`src/rtl/burst_addr_gen.sv`:
```
module burst_addr_gen #(
  parameter int BEAT_W = 2
) (
  input  logic              clk,
  input  logic              rst_n,
  input  logic              load,
  input  logic              advance,
  input  logic              interleave,
  input  logic [BEAT_W-1:0] start_lo,
  output logic [BEAT_W-1:0] burst_lo
);

  logic [BEAT_W-1:0] base_q;
  logic [BEAT_W-1:0] beat_q;

  always_ff @(posedge clk or negedge rst_n) begin
    if (!rst_n) begin
      base_q <= '0;
      beat_q <= '0;
    end else if (load) begin
      base_q <= start_lo;
      beat_q <= '0;
    end else if (advance) begin
      beat_q <= beat_q + 1'b1;
    end
  end

  assign burst_lo = interleave ? (base_q ^ beat_q) : (base_q + beat_q);

endmodule

```
`config.mk`:
```
export PLATFORM = sky130hd
export DESIGN_NAME = burst_addr_gen
export DESIGN_NICKNAME = d
export VERILOG_FILES = /design/src/rtl/burst_addr_gen.sv
export SDC_FILE = /design/constraint.sdc
export NUM_CORES = 1
export LEC_CHECK = 0
export ABC_CLOCK_PERIOD_IN_PS = 1030
export BUFFER_PORTS_ARGS = -buffer_cell sky130_fd_sc_hd__buf_2
export CORE_AREA = 2 2 39 41
export DETAILED_ROUTE_END_ITERATION = 7
export DIE_AREA = 0 0 41 43
export PLACE_DENSITY = 0.3
export SYNTH_ARGS = -nofsm -noshare
export SYNTH_HDL_FRONTEND = slang
export SYNTH_SLANG_ARGS = --single-unit
```
`constraint.sdc`:
```
create_clock -name clk -period 1.03 [get_ports clk]
set_clock_uncertainty 0.05 [all_clocks]
set_input_delay 0.103 -clock clk [delete_from_list [all_inputs] [get_ports clk]]
set_output_delay 0.103 -clock clk [all_outputs]
set_load 0.01 [all_outputs]
```
==> Word-level counts from Yosys, hierarchy flattened <==
Cells that the tools add are included.
{ "op_classes": {"n_addsub": 2, "mul": 0, "div_mod_pow": 0, "n_lt_le_gt_ge": 0, "n_eq_ne": 0, "shifts": 0, "mux": 3, "bitwise_logic": 1, "n_reduce_logical": 1} }
{ "op_table": {"columns": ["operator", "count"], "rows": [
  ["$mux 2", 3],
  ["$add 2x1->2 const B", 1],
  ["$add 2x2->2", 1],
  ["$reduce_bool 2->1", 1],
  ["$xor 2x2->2", 1]
]} }
{ "totals": {"reg_bits": 4, "latchBits": 0, "mem_bits_rw": 0, "mem_bits_ro": 0, "input_bits": 7, "out_inout_bits": 2, "elab_cells": 9, "mem_count": 0} }

==> Depth between registers and ports, before layout <==
Gate-level depths: netlist of the first run.
{ "depth": {"depth_word": 3, "depth_mapped": 3, "depth_no_buf": 3} }

==> Worst setup path before layout of the first run <==
No wires, ideal clock.
{ "synth_timing": {"path_type": "register to output", "from": "register beat_q[0]", "to": "output burst_lo[1]", "arrival_time_ps": 922, "t_required_ps": 877, "path_slack_ps": -45, "stages_incl_launch_ff": 4, "path_buffers": 0, "path_cell_list": "dfrtp_1 > ha_1 > nor2b_1 > xnor2_1"} }
{ "synth_via": {"elab_chain_len": 2} }
{ "synth_rtl": {"columns": ["element", "line", "text"], "rows": [
  ["from (decl)", "14", "logic [BEAT_W-1:0] beat_q;"],
  ["from (signal assigned)", "24", "beat_q <= beat_q + 1'b1;"],
  ["$add 2x2->2", "28", "assign burst_lo = interleave ? (base_q ^ beat_q) : (base_q + beat_q);"],
  ["$mux 2", "28", null],
  ["to (decl)", "10", "output logic [BEAT_W-1:0] burst_lo"]
]} }
Every way passes these cells.

==> Worst setup path in the final report of the first run <==
{ "layout_timing": {"from": "register base_q[0]", "to": "output burst_lo[1]"} }
{ "layout_via": {"elab_chain_len": 2} }
{ "layout_rtl": {"columns": ["element", "line", "text"], "rows": [
  ["from (decl)", "13", "logic [BEAT_W-1:0] base_q;"],
  ["from (signal assigned)", "21", "base_q <= start_lo;"],
  ["$add 2x2->2", "28", null],
  ["$mux 2", "28", null]
]} }
Every way passes these cells.

==> flow_summary.yaml, run 1 <==
layout:
  drive_above_1_share_pct: 69.0
  diodes: 0
  instances_no_fill: 45
  area_growth_pct: 72.0
  fin_area_um2: 347
  fillers: 150
  nNetsFinal: 39
setup_path:
  reg2reg_from: "beat_q[1]$_DFFE_PN0P_"
  path_class: "flip-flop to output pin"
  critPathLaunchType: "flip-flop"
  crit_fanout: 2
  crit_path_start: "base_q[0]$_DFFE_PN0P_"
  reg2reg_to: "beat_q[1]$_DFFE_PN0P_"
  crit_arrival_ns: 1.18
  rr_worst_depth: 3
  setup.worst_path.end_class: "output pin"
  critPathRequiredTime_ns: 0.88
  r2r_setup_slack_ns: 0.06
floorplan:
  chipHeight_um: 43
  coreArea_mm2: 0.00138
  dieArea_mm2: 0.00176
  initial_core_util_pct: 14.6
  io_pins: 9
  fp.dieW_um: 41
  row_count: 14
grt:
  grt_max_degree: 5
  grt_pass1_vias: 179
  grt.overflow.total: 0
  antenna_found_initial: 0
  grtUsageTotal_pct: 7.16
  grt_pass1_wl_um: 717
run_status:
  status: "complete, but fails checks"
  violations: "negative setup slack"
sta:
  final.setup.worst_slack_ns: -0.303
  relSlewSlack_pct: 88.6
  tns_ns: -0.439
  setup_viol_count_final: 2
  hold_viol: 0
  fin_crit_ns: 1.33
  fin_crit_sh_pct: 129
  fmax_mhz: 750
  drv_slew: 0
  tightest_slew_ns: 0.170
  rsz0062_at_grt: "yes"
cts:
  max-clock-path-buffers: 2
  cts_tree: "done"
  root_buffer: "clkbuf_4"
  cts_buffers: 3
  cts_setup_buffers: 0
  htree_levels: 1
  clk_latency_ns: 0.23
  clkTransAtPathRegs_ns: 0.04
  clock_sinks: 4
routing:
  via_per_inst: 3.67
  drt_iter0_drc: 0
  wl_per_cell_um: 9.60
  ant_nets: 0
  vias: 165
  wl_um: 432
  drtPass1Iterations: 1
  drc: 0
pwr:
  total_power_w: 0.000519
  vdd_ir_drop_max_uv: 560
  p_leak_nw: 0.155
  p_per_area_mw_per_mm2: 1500
synthesis:
  synth_area_per_cell_um2: 12.6
  ys_seq_area_share_pct: 49.7
  synth_most_common_cell: "dfrtp_1"
  synth_commonest_cells: "dfrtp_1 (4), xnor2_1 (3), mux2_2 (2)"
  synth_edf_count: 0
  syn_nets: 24
  synth_warnings: 0
  synth_top_area_cell: "dfrtp_1"
  ys_types: 10
  synth_flop_cell: "dfrtp_1"
  yosys-top-cells-area: "dfrtp_1 (50%), xnor2_1 (13%), mux2_2 (11%)"
  postSynthCellCount: 16
  async_flop_share_pct: 100
  ys_ff_latch: 4
  netlist_area_um2: 201
  yosys.area.top_type_share_pct: 49.7
hold_path:
  min-delay-start: "load"
  hold_class: "input port to flip-flop"
  whs_path_depth: 2
  hold_path_end: "beat_q[1]$_DFFE_PN0P_"
placed_design:
  dp_slack_ns: -0.0587
  postPlaceCellArea_um2: 290
  dp.cells: 41
  portBuffers: 8
  gp_congestion: 0.641
flow_run:
  drv_cap: 0
registers in the layout, indices dropped and copies added (netlist names):
register / cells
beat_q: 2
base_q: 2
worst max path at each step:
stage,to,cells past startpoint
after floorplan,burst_lo[1],3
final,burst_lo[1],4
after global routing,burst_lo[1],4
after CTS,burst_lo[1],4
after global placement,burst_lo[1],4
after detailed placement,burst_lo[1],4
critical path, cell delays in order (launching register included):
cell and delay [ns]:
dfrtp_1 0.41, ha_4 0.17, nor2b_4 0.12, xnor2_2 0.11, buf_2 0.13
stage by stage:
stage	hold slack [ns]	util, %
finish	0.0224	25.0
global route	0.0204	25.0
CTS	0.0172	23.8
detailed placement	-0.136	21.0
global placement	-0.138	21.0
floorplan	-0.243	-
power breakdown:
part	total (W)	leakage (nW)	internal, W	switching, W
Clock	0.000197	0.0138	0.000131	0.0000669
Sequential	0.000188	0.0499	0.000173	0.0000156
Combinational	0.000134	0.0910	0.0000852	0.0000486
kinds of logic after synthesis:
kind of cell             after synthesis  share of synthesized area, %
flip-flops                             4                          49.7
XOR/XNOR                               3                          13.0
AND/OR/NAND/NOR                        3                          8.70
AO/OA/AOI/OAI                          2                          9.32
multiplexers                           2                          11.2
buffers and inverters                  1                          1.86
adder cells (fa/ha/maj)                1                          6.21
repair_timing:
action	4_1_cts	5_1_grt
gates cloned	0	0
gates resized for setup	1	2
endpoints found under the setup margin	2	2
pin swaps	0	2
hold buffers	1	0
hold endpoints to repair	4	0
routing by layer:
| metal | wire length, um | GRT usage (%) | vias to the layer above |
|---|---|---|---|
| met4 | 31 | 10.0 | 0 |
| met1 | 155 | 5.54 | 76 |
| met2 | 226 | 10.3 | 5 |
| met3 | 18 | 3.14 | 4 |
| met5 | 0 | 0 | - |
| li1 | - | - | 80 |
final cells by class:
type / count / area (um2) / area share (%)
sequential: 4 / 100 / 28.9
clock buffer: 3 / 22.5 / 6.50
tap: 16 / 20.0 / 5.78
multi-input combinational: 11 / 133 / 38.3
timing repair buffer: 11 / 71.3 / 20.6
placed cells by master, fill, tap and decap left out, drive strengths merged:
master        n
nor2b         1
mux2          2
dfrtp         4
buf          10
ha            1
a21oi         1
a21bo         1
nand3b        1
nor2          1
clkbuf        3
dlygate4sd3   1
xnor2         3
No activity file was read; power rests on OpenSTA's default activity.
==> run 2, diff against run 1 <==
--- a/config.mk
+++ b/config.mk
@@ -7,9 +7,9 @@
 export LEC_CHECK = 0
 export ABC_CLOCK_PERIOD_IN_PS = 1030
 export BUFFER_PORTS_ARGS = -buffer_cell sky130_fd_sc_hd__buf_2
-export CORE_AREA = 2 2 39 41
+export CORE_AREA = 3 3 40 42
 export DETAILED_ROUTE_END_ITERATION = 7
-export DIE_AREA = 0 0 41 43
+export DIE_AREA = 0 0 43 45
 export PLACE_DENSITY = 0.3
 export SYNTH_ARGS = -nofsm -noshare
 export SYNTH_HDL_FRONTEND = slang
==> run 2 against run 1 <==
Effect of this change:
- the run still ends with negative setup slack left
- final cell count is the same
- first-iteration DRC count is the same
- hold slack gained 0.012 ns
- setup slack gained 0.021 ns
- wire length shrank 0.23%
==> flow_summary.yaml, run 2 (synthesis results as in run 1) <==
run_status:
  status: "complete, but fails checks"
  violations: "negative setup slack"
routing:
  via_per_inst: 3.51
  ant_nets: 0
  drtPass1Iterations: 1
  wl_per_cell_um: 9.58
  wl_um: 431
  vias: 158
  drc: 0
  drt_iter0_drc: 0
layout:
  diodes: 0
  multi_input_area_um2: 115
  layout_common_cells: "buf_2 (7), dfrtp_1 (4), clkbuf_4 (3), buf_4 (3)"
  fin_area_um2: 335
  drive_above_1_share_pct: 66.7
  nNetsFinal: 40
  top_regs: "base_q: 2 flops, beat_q: 2 flops"
  area_growth_pct: 66.5
  final_common_cell: "buf_2"
  final_core_util_pct: 26.1
  area.sequential_um2: 100
  fillers: 138
floorplan:
  io_pins: 9
  dieArea_mm2: 0.00194
  coreArea_mm2: 0.00128
  initial_core_util_pct: 15.7
  fp.dieW_um: 43
  chipHeight_um: 45
  row_count: 13
grt:
  grt_max_degree: 5
  grt.overflow.total: 0
  grt_pass1_wl_um: 807
  grt_pass1_vias: 196
  grtUsageTotal_pct: 5.86
  antenna_found_initial: 0
cts:
  clkTransAtPathRegs_ns: 0.04
  clock_sinks: 4
  clk_latency_ns: 0.23
  htree_levels: 1
  max-clock-path-buffers: 2
  cts_buffers: 3
  root_buffer: "clkbuf_4"
  cts_tree: "done"
sta:
  fin_crit_ns: 1.31
  tightest_slew_ns: 0.247
  final.setup.worst_slack_ns: -0.282
  rsz0062_at_grt: "yes"
  fmax_mhz: 762
  hold_viol: 0
  setup_viol_count_final: 2
  tns_ns: -0.442
  relSlewSlack_pct: 83.4
  fin_crit_sh_pct: 127
  drv_slew: 0
placed_design:
  postPlaceCellArea_um2: 289
  dp_hpwl_um: 343
  dp_slack_ns: -0.0681
  portBuffers: 8
  gp_congestion: 0.632
setup_path:
  cpMaxStageDelayCell: "dfrtp_1"
  crit_fanout: 2
  critPathRequiredTime_ns: 0.88
  crit_path_start: "base_q[0]$_DFFE_PN0P_"
  path_class: "flip-flop to output pin"
  crit_buf_inv: 1
  crit_family: "flip-flops"
  reg2reg_from: "beat_q[1]$_DFFE_PN0P_"
  setup.worst_path.end_class: "output pin"
  reg2reg_to: "beat_q[1]$_DFFE_PN0P_"
  crit_chain: "ha_2 -> nor2b_4 -> xnor2_2 -> buf_2"
  r2r_setup_slack_ns: 0.09
  cpPeakStageDelay_ns: 0.38
  rr_worst_depth: 3
  crit_arrival_ns: 1.16
  critPathLaunchType: "flip-flop"
pwr:
  p_per_area_mw_per_mm2: 1500
  p_sw_share_pct: 23.8
  vdd_ir_drop_max_uv: 457
  switchingPower_w: 0.000120
  power_frac_clock_pct: 37.8
  combPwrFrac_pct: 26.1
  p_leak_nw: 0.153
  pwr-share-seq_pct: 36.1
  p_int_w: 0.000384
hold_path:
  min-delay-start: "load"
  whs_path_depth: 2
  hold_class: "input port to flip-flop"
  hold_path_end: "beat_q[1]$_DFFE_PN0P_"
flow_run:
  drv_cap: 0
## run 2: changes by cell type in the layout (fill, tap and decap cells not counted), sizes merged
cell,before,now
buf,10,11
## run 2: power groups by stage
stage / Sequential [W] / Clock [W] / Combinational (W)
after floorplan: 0.000184 / 0 / 0.0000658
after global routing: 0.000185 / 0.000209 / 0.000145
after detailed placement: 0.000185 / 0 / 0.000113
final: 0.000182 / 0.000191 / 0.000132
after global placement: 0.000185 / 0 / 0.000110
after CTS: 0.000183 / 0.000206 / 0.000129
## run 2: metrics by stage
step                      std cells  hold slack (ns)  total power, W
after floorplan                  16           -0.243        0.000250
after global placement           40           -0.138        0.000295
after detailed placement         40           -0.138        0.000298
after CTS                        44           0.0256        0.000518
after global routing             45           0.0499        0.000539
final                            45           0.0344        0.000505
## run 2: what timing repair did
action,CTS,global route
hold buffers,1,0
gates resized for setup,1,0
hold endpoints to repair,4,0
pin swaps,2,0
setup buffers,0,1
endpoints found under the setup margin,2,2
## run 2: worst register-to-register path, cell delays in order (launching register included)
cell and delay, ns:
dfrtp_1 0.38, buf_4 0.14, nand3b_1 0.16, a21oi_2 0.14
## run 2: layer usage
metal  wire (um)  track usage (%)  vias up
li1            -                -       81
met1         187             6.86       72
met2         213             8.38        5
met3          31             1.99        0
met4           0             5.42        0
met5           0                0        -
## run 2: final cells by class
type                            count  share of cell area [%]
Clock buffer                        3                    6.72
Sequential cell                     4                    29.9
Multi-Input combinational cell     11                    34.3
Timing Repair Buffer               12                    23.5
Tap cell                           15                    5.60
## run 2: worst max path at each step
stage,depth (start not counted),to,slack [ns]
after global placement,4,burst_lo[1],-0.07
after global routing,4,burst_lo[1],-0.33
after CTS,4,burst_lo[1],-0.30
after floorplan,3,burst_lo[1],-0.003
final,4,burst_lo[1],-0.28
after detailed placement,4,burst_lo[1],-0.07
